--- src/rtl/sra_pkg.sv ---
`timescale 1ns/1ps
package sra_pkg;
  // width of the command field: read flag plus 2-bit size code
  localparam int CMD_W = 3;

  typedef enum logic [1:0] {
    ST_IDLE = 2'd0,
    ST_SEND = 2'd1,
    ST_WAIT = 2'd2,
    ST_RECV = 2'd3
  } mst_state_e;
endpackage

--- src/rtl/sra_tx.sv ---
`timescale 1ns/1ps
module sra_tx
  import sra_pkg::*;
#(
  parameter int ADDR_W = 28,
  parameter int DATA_W = 64
) (
  input  logic              clk,
  input  logic              rst_n,
  input  logic              load,
  input  logic              rd,
  input  logic [1:0]        size,
  input  logic [ADDR_W-1:0] addr,
  input  logic [DATA_W-1:0] wdata,
  output logic              ser_out,
  output logic              busy,
  output logic              last
);
  localparam int HDR_W = 1 + CMD_W + ADDR_W;
  localparam int PAY_W = DATA_W + 1;
  localparam int FRM_W = HDR_W + PAY_W;
  localparam int CNT_W = $clog2(FRM_W + 1);

  logic [FRM_W-1:0] frm_q, frm_d;
  logic [CNT_W-1:0] rem_q, rem_d;
  logic             busy_q, busy_d;
  logic             ser_q, ser_d;

  logic [CNT_W-1:0] dlen_c;
  logic             par_c;
  logic [HDR_W-1:0] hdr_c;
  logic [PAY_W-1:0] pay_c;

  // frame composition: header, size-trimmed data, parity packed to the top
  always_comb begin
    dlen_c = rd ? '0 : (CNT_W'(8) << size);
    par_c  = ~(^{rd, size, addr});
    hdr_c  = {1'b1, rd, size, addr};
    pay_c  = {wdata, par_c} << (CNT_W'(DATA_W) - dlen_c);
  end

  always_comb begin
    frm_d  = frm_q;
    rem_d  = rem_q;
    busy_d = busy_q;
    ser_d  = ser_q;
    if (!busy_q) begin
      if (load) begin
        frm_d  = {hdr_c, pay_c} << 1;
        rem_d  = CNT_W'(HDR_W) + dlen_c;
        busy_d = 1'b1;
        ser_d  = 1'b1;
      end
    end else if (rem_q == '0) begin
      busy_d = 1'b0;
      ser_d  = 1'b0;
    end else begin
      ser_d = frm_q[FRM_W-1];
      frm_d = frm_q << 1;
      rem_d = rem_q - CNT_W'(1);
    end
  end

  always_ff @(posedge clk or negedge rst_n) begin
    if (!rst_n) begin
      frm_q  <= '0;
      rem_q  <= '0;
      busy_q <= 1'b0;
      ser_q  <= 1'b0;
    end else begin
      frm_q  <= frm_d;
      rem_q  <= rem_d;
      busy_q <= busy_d;
      ser_q  <= ser_d;
    end
  end

  assign ser_out = ser_q;
  assign busy    = busy_q;
  assign last    = busy_q && (rem_q == '0);

  // every frame opens with a 1 on the line
  p_start_first_r2: assert property (@(posedge clk) disable iff (!rst_n)
    $rose(busy_q) |-> ser_q);
endmodule

--- src/rtl/sra_rx.sv ---
`timescale 1ns/1ps
module sra_rx #(
  parameter int DATA_W = 64
) (
  input  logic              clk,
  input  logic              rst_n,
  input  logic              start,
  input  logic              rd,
  input  logic [1:0]        size,
  input  logic              ser_in,
  output logic              busy,
  output logic              fin,
  output logic              fin_err,
  output logic [DATA_W-1:0] data
);
  localparam int CNT_W = $clog2(DATA_W + 1);

  logic [DATA_W-1:0] acc_q, acc_d;
  logic [CNT_W-1:0]  rem_q, rem_d;
  logic              par_q, par_d;
  logic              busy_q, busy_d;
  logic              rd_q, rd_d;

  always_comb begin
    acc_d  = acc_q;
    rem_d  = rem_q;
    par_d  = par_q;
    busy_d = busy_q;
    rd_d   = rd_q;
    if (!busy_q) begin
      if (start) begin
        acc_d  = '0;
        par_d  = 1'b0;
        rem_d  = rd ? (CNT_W'(8) << size) : '0;
        busy_d = 1'b1;
        rd_d   = rd;
      end
    end else if (rem_q == '0) begin
      busy_d = 1'b0;
    end else begin
      acc_d = {acc_q[DATA_W-2:0], ser_in};
      par_d = par_q ^ ser_in;
      rem_d = rem_q - CNT_W'(1);
    end
  end

  always_ff @(posedge clk or negedge rst_n) begin
    if (!rst_n) begin
      acc_q  <= '0;
      rem_q  <= '0;
      par_q  <= 1'b0;
      busy_q <= 1'b0;
      rd_q   <= 1'b0;
    end else begin
      acc_q  <= acc_d;
      rem_q  <= rem_d;
      par_q  <= par_d;
      busy_q <= busy_d;
      rd_q   <= rd_d;
    end
  end

  // final bit: parity for reads (expected 1 ^ data xor), acknowledge for writes
  assign busy    = busy_q;
  assign fin     = busy_q && (rem_q == '0);
  assign fin_err = rd_q ? ~(ser_in ^ par_q) : ~ser_in;
  assign data    = acc_q;

  // the line has no effect on the accumulator outside a response
  p_acc_hold_r10: assert property (@(posedge clk) disable iff (!rst_n)
    (!busy_q && !start) |=> $stable(acc_q));
endmodule

--- src/rtl/sra_timer.sv ---
`timescale 1ns/1ps
module sra_timer #(
  parameter int TMO_W = 16
) (
  input  logic             clk,
  input  logic             rst_n,
  input  logic             clear,
  input  logic             run,
  input  logic [TMO_W-1:0] limit,
  output logic             expire
);
  localparam int CW = TMO_W + 1;

  logic [TMO_W-1:0] cnt_q, cnt_d;

  always_comb begin
    cnt_d = cnt_q;
    if (clear)    cnt_d = '0;
    else if (run) cnt_d = cnt_q + TMO_W'(1);
  end

  always_ff @(posedge clk or negedge rst_n) begin
    if (!rst_n) cnt_q <= '0;
    else        cnt_q <= cnt_d;
  end

  assign expire = run && (({1'b0, cnt_q} + CW'(1)) >= {1'b0, limit});

  // a running count never passes the limit
  p_cnt_bound_r9: assert property (@(posedge clk) disable iff (!rst_n)
    run |-> ((cnt_q < limit) || (limit == '0)));
endmodule

--- src/rtl/sra_master.sv ---
`timescale 1ns/1ps
module sra_master
  import sra_pkg::*;
#(
  parameter int ADDR_W = 28,
  parameter int DATA_W = 64,
  parameter int TMO_W  = 16
) (
  input  logic              clk,
  input  logic              rst_n,
  input  logic              req_valid,
  output logic              req_ready,
  input  logic              req_rd,
  input  logic [1:0]        req_size,
  input  logic [ADDR_W-1:0] req_addr,
  input  logic [DATA_W-1:0] req_wdata,
  input  logic [TMO_W-1:0]  tmo_limit,
  output logic              tx_line,
  input  logic              rx_line,
  output logic              done,
  output logic              err,
  output logic              timeout,
  output logic [DATA_W-1:0] rdata
);
  mst_state_e        state_q, state_d;
  logic              rd_q, rd_d;
  logic [1:0]        size_q, size_d;
  logic              done_q, done_d;
  logic              err_q, err_d;
  logic              tmo_q, tmo_d;
  logic [DATA_W-1:0] rdata_q, rdata_d;

  logic              tx_load, tx_busy, tx_last;
  logic              rx_start, rx_busy, rx_fin, rx_err;
  logic [DATA_W-1:0] rx_data;
  logic              tmr_clear, tmr_run, tmr_hit;

  sra_tx #(.ADDR_W(ADDR_W), .DATA_W(DATA_W)) u_tx (
    .clk     (clk),
    .rst_n   (rst_n),
    .load    (tx_load),
    .rd      (req_rd),
    .size    (req_size),
    .addr    (req_addr),
    .wdata   (req_wdata),
    .ser_out (tx_line),
    .busy    (tx_busy),
    .last    (tx_last)
  );

  sra_rx #(.DATA_W(DATA_W)) u_rx (
    .clk     (clk),
    .rst_n   (rst_n),
    .start   (rx_start),
    .rd      (rd_q),
    .size    (size_q),
    .ser_in  (rx_line),
    .busy    (rx_busy),
    .fin     (rx_fin),
    .fin_err (rx_err),
    .data    (rx_data)
  );

  sra_timer #(.TMO_W(TMO_W)) u_tmr (
    .clk    (clk),
    .rst_n  (rst_n),
    .clear  (tmr_clear),
    .run    (tmr_run),
    .limit  (tmo_limit),
    .expire (tmr_hit)
  );

  assign tmr_clear = (state_q != ST_WAIT);
  assign tmr_run   = (state_q == ST_WAIT) && !rx_line;

  always_comb begin
    state_d  = state_q;
    rd_d     = rd_q;
    size_d   = size_q;
    done_d   = 1'b0;
    err_d    = 1'b0;
    tmo_d    = 1'b0;
    rdata_d  = rdata_q;
    tx_load  = 1'b0;
    rx_start = 1'b0;
    case (state_q)
      ST_IDLE: begin
        if (req_valid) begin
          tx_load = 1'b1;
          rd_d    = req_rd;
          size_d  = req_size;
          state_d = ST_SEND;
        end
      end
      ST_SEND: begin
        if (tx_last) state_d = ST_WAIT;
      end
      ST_WAIT: begin
        if (rx_line) begin
          rx_start = 1'b1;
          state_d  = ST_RECV;
        end else if (tmr_hit) begin
          state_d = ST_IDLE;
          done_d  = 1'b1;
          tmo_d   = 1'b1;
          rdata_d = '0;
        end
      end
      ST_RECV: begin
        if (rx_fin) begin
          state_d = ST_IDLE;
          done_d  = 1'b1;
          err_d   = rx_err;
          rdata_d = rd_q ? rx_data : '0;
        end
      end
      default: state_d = ST_IDLE;
    endcase
  end

  always_ff @(posedge clk or negedge rst_n) begin
    if (!rst_n) begin
      state_q <= ST_IDLE;
      rd_q    <= 1'b0;
      size_q  <= 2'd0;
      done_q  <= 1'b0;
      err_q   <= 1'b0;
      tmo_q   <= 1'b0;
      rdata_q <= '0;
    end else begin
      state_q <= state_d;
      rd_q    <= rd_d;
      size_q  <= size_d;
      done_q  <= done_d;
      err_q   <= err_d;
      tmo_q   <= tmo_d;
      rdata_q <= rdata_d;
    end
  end

  assign req_ready = (state_q == ST_IDLE);
  assign done      = done_q;
  assign err       = err_q;
  assign timeout   = tmo_q;
  assign rdata     = rdata_q;

  // the line rests low whenever no request is in flight
  p_idle_line_r2: assert property (@(posedge clk) disable iff (!rst_n)
    (state_q == ST_IDLE) |-> !tx_line);

  // taking a request drops ready on the next cycle
  p_one_accept_r5: assert property (@(posedge clk) disable iff (!rst_n)
    (req_valid && req_ready) |=> !req_ready);

  // read data never carries bits above the requested size
  p_rdata_fit_r6: assert property (@(posedge clk) disable iff (!rst_n)
    (done_q && rd_q && !tmo_q) |-> ((rdata_q >> (8 << size_q)) == '0));

  // an error is only reported with a completion
  p_err_with_done_r7: assert property (@(posedge clk) disable iff (!rst_n)
    err_q |-> done_q);

  // timeout comes with done and never with err
  p_tmo_with_done_r9: assert property (@(posedge clk) disable iff (!rst_n)
    tmo_q |-> (done_q && !err_q));

  // completion is a single-cycle pulse
  p_done_pulse_r11: assert property (@(posedge clk) disable iff (!rst_n)
    done_q |=> !done_q);

  // the receiver is only started while waiting
  p_rx_only_wait_r10: assert property (@(posedge clk) disable iff (!rst_n)
    (rx_busy && !$past(rx_busy)) |-> ($past(state_q) == ST_WAIT));
endmodule

--- config.mk ---
export PLATFORM = sky130hd
export DESIGN_NAME = sra_master
export DESIGN_NICKNAME = d
export VERILOG_FILES = /design/src/rtl/sra_pkg.sv /design/src/rtl/sra_tx.sv /design/src/rtl/sra_rx.sv /design/src/rtl/sra_timer.sv /design/src/rtl/sra_master.sv
export SDC_FILE = /design/constraint.sdc
export NUM_CORES = 1
export LEC_CHECK = 0
export BUFFER_PORTS_ARGS = -buffer_cell sky130_fd_sc_hd__buf_2
export CAP_MARGIN = 20
export CORE_ASPECT_RATIO = 0.8
export CORE_MARGIN = 5
export CORE_UTILIZATION = 35
export DETAILED_ROUTE_END_ITERATION = 10
export HOLD_SLACK_MARGIN = 0.12
export SLEW_MARGIN = 20
export SYNTH_ARGS = -nofsm -noshare
export SYNTH_HDL_FRONTEND = slang
export SYNTH_HIERARCHICAL = 1
export SYNTH_SLANG_ARGS = --single-unit
--- constraint.sdc ---
create_clock -name clk -period 7.3 [get_ports clk]
set_input_delay 0.365 -clock clk [delete_from_list [all_inputs] [get_ports clk]]
set_output_delay 0.365 -clock clk [all_outputs]
set_load 0.05 [all_outputs]
==> results.toml <==
[floorplan]
initial_utilization_pct = 35.4
dieArea_um2 = 49300
row_count = 69
ios = 184
fp.dieW_um = 247
core_um2 = 44500
die_y_um = 200

[yosys]
syn_area_um2 = 15700
yosysTopAreaCell = "dfrtp_1"
ys.flop_type = "dfrtp_1"
synthDistinctLibCells = 78
synth_fp_nets = 1771
syn_avg_cell_area_um2 = 9.64
yosysTopAreaCellShare_pct = 42.5
ys_ff_latch = 267
synth-edff-count = 0
syn_inst = 1631
ys_seq_area_share_pct = 42.5
synthTopCellsByArea = "dfrtp_1 (42%), mux2i_1 (10%), nand2_1 (4.8%)"
yosys_warnings = 6
ys_async_sr_fraction_pct = 100

[timing]
finalHoldViolCount = 0
fin_crit_ps = 4400
finalHoldWorstSlack_ps = 143
setup_tns_ps = 0
slew_headroom_pct = 31.8
fin_crit_sh_pct = 60.2
tightest_slew_ps = 1020
max_freq_ghz = 0.227
rsz0062_at_grt = "no"
clock_skew_ps = 9.35
slew_violations = 0
setup_viol = 0

[worst_setup_path]
crit_type = "in2reg"
cp-end-kind = "flop"
cp-startpoint = "req_size[0]"
path_max_fanout = 75
regToRegStartpoint = "u_tmr/cnt_q[0]$_DFFE_PN0P_"
cp_data_arrival_time_ps = 4800
crit_path_start_kind = "input port"
required_ps = 7700

[power_and_ir_drop]
cellPowerDensity_nw_per_um2 = 355
leakage_nw = 7.71
p_sw_mw = 2.67
netSwitchingFraction_pct = 41.6
clkPwrFrac_pct = 23.6
intPower_mw = 3.75
finalPower_mw = 6.42
power_frac_comb_pct = 37.6
seqPwrFrac_pct = 38.7
vdd_drop_max_mv = 0.169

[cells_and_area]
areaGrowthSynthToFinish_pct = 14.9
final_nets = 1899
final_cell_mix = "dfrtp_1 (265), nand2_1 (201), buf_2 (182)"
drive_gt1_share_pct = 17.0
utilization_pct = 40.6
final_common_cell = "dfrtp_1"

[clock_tree]
cts.path.max_buffers = 3
htreeDepth = 1
cts_resized = 0
cts_buffers = 31
cts-root-buf = "clkbuf_16"
postCtsSetupBuffers = 0
cts_tree = "done"
path_clk_slew_ps = 60
cts_sinks = 267
clock_latency_ps = 570

[global_routing]
grt_pass1_vias = 12600
track_usage_pct = 16.5
antenna_found_initial = 0
grt_overflow = 0
grt_pass1_wl_mm = 67.8
grt_max_degree = 112

[min_path]
hp-start = "req_addr[18]"
hold_class = "in2reg"

[placed_design]
gp_congestion = 0.822
hpwl_mm = 26.4
place.port_buffers = 183

[route]
firstDrtPassIters = 5
drt_iter0_markers = 1068
drc_errors = 0
finalWirelength_mm = 41.2
vias = 12600
post_drt_wl_per_cell_um = 17.3
postRouteAntennaNets = 0
vias_per_cell = 5.26

[outcome]
status = "completed"

[job]
cap_violations = 0
layout make-up:
cell class | count | area, µm²
Tap cell | 603 | 754
Sequential cell | 267 | 6690
Clock inverter | 7 | 88.8
Timing Repair Buffer | 228 | 1340
Clock buffer | 48 | 890
Multi-Input combinational cell | 1134 | 7930
Antenna cell | 2 | 5.00
Inverter | 97 | 364
Fill cell | 4425 | 26400
metal layers:
layer	wire (µm)	track usage [%]	vias up
li1	-	-	6006
met2	18100	25.3	338
met1	20000	25.0	6167
met4	618	2.95	0
met3	2480	2.85	45
met5	0	0	-
synthesized netlist by cell type, types with 3 or more instances:
master and instances:
dfrtp_1 267, buf_2 38, and2_1 4, buf_1 5, and3_1 4, xor2_1 21
nor2_1 116, a221oi_1 21, o21a_1 11, inv_1 96, o21ai_1 5, o21ai_0 81
nor3_1 42, a21o_1 5, nand2b_1 10, nor2b_1 8, o31ai_1 3, mux2_2 3
nand3_1 36, nand4_1 10, o211ai_1 5, buf_12 5, buf_4 10, nand2_1 201
buf_6 17, nor4_1 3, ha_1 25, clkbuf_1 54, mux4_2 23, a21oi_1 108
or3_1 9, mux2i_1 163, o22ai_1 6, xnor2_1 34, a31oi_1 12, a311o_1 59
nor3b_1 59
cell families (layout without fill, tap and decap cells):
family	Yosys count	count (layout)	share of synthesized area, %
AND/OR/NAND/NOR	526	526	16.5
AO/OA/AOI/OAI	334	334	14.0
flip-flops	267	267	42.5
buffers and inverters	230	380	7.47
multiplexers	189	189	13.9
XOR/XNOR	60	60	3.71
adder cells (fa/ha/maj)	25	25	1.99
other	0	2	0
state kept, by name (all words and copies together) (netlist names):
| signal | flops |
|---|---|
| u_rx/busy | 1 |
| size_q | 2 |
| u_tx/frm_q | 96 |
| u_rx/par_q | 1 |
| u_tmr/cnt_q | 16 |
| u_tx/busy | 1 |
| u_rx/data | 64 |
| u_rx/rem_q | 7 |
| u_tx/ser_out | 1 |
| rd_q | 1 |
| err | 1 |
| state_q | 2 |
| done | 1 |
| rdata | 64 |
| u_tx/rem_q | 7 |
| timeout | 1 |
| u_rx/rd_q | 1 |
stage by stage:
step / std cells / area [µm²] / setup slack [ps]
after floorplan: 1631 / 15700 / 4220
after global placement: 2303 / 16800 / 3060
after detailed placement: 2303 / 16800 / 2980
after CTS: 2384 / 18100 / 2950
after global routing: 2384 / 18100 / 2630
final: 2386 / 18100 / 2900
power by group through the flow:
stage | Combinational, mW | Clock (mW) | Sequential (mW)
6_report | 2.42 | 1.52 | 2.49
3_5_place_dp | 2.42 | 0 | 2.51
5_1_grt | 2.68 | 1.64 | 2.57
2_1_floorplan | 1.55 | 0 | 2.73
4_1_cts | 2.43 | 1.57 | 2.49
3_3_place_gp | 2.36 | 0 | 2.49
path summary, 6_finish.rpt:
check	end	slack [ps]	cells after the start
hold reg to reg	u_tx/frm_q[1]$_DFFE_PN0P_	470	2
setup / recovery	u_tx/frm_q[36]$_DFFE_PN0P_	2900	15
max in group asynchronous	rdata[42]$_DFFE_PN0P_	5550	3
hold / removal	u_tx/frm_q[84]$_DFFE_PN0P_	140	3
setup reg to reg	rdata[22]$_DFFE_PN0P_	2970	15
min in group asynchronous	u_rx/data[16]$_DFFE_PN0P_	390	2
worst max-delay path, cell delays in order:
cell	delay (ps)
dlygate4sd3_1	570
buf_2	170
inv_1	80
ha_1	180
nor2b_4	150
buf_4	590
inv_1	80
buf_4	330
ha_2	410
buf_4	690
mux4_2	600
nand2_1	80
a21oi_1	70
a21oi_1	170
a21oi_1	80
what timing repair did:
| item | 4_1_cts | 5_1_grt |
|---|---|---|
| hold endpoints to repair | 115 | 0 |
| hold buffers | 26 | 0 |
| endpoints found under the setup margin | 0 | 0 |
Power figures use the tool's default switching activity.
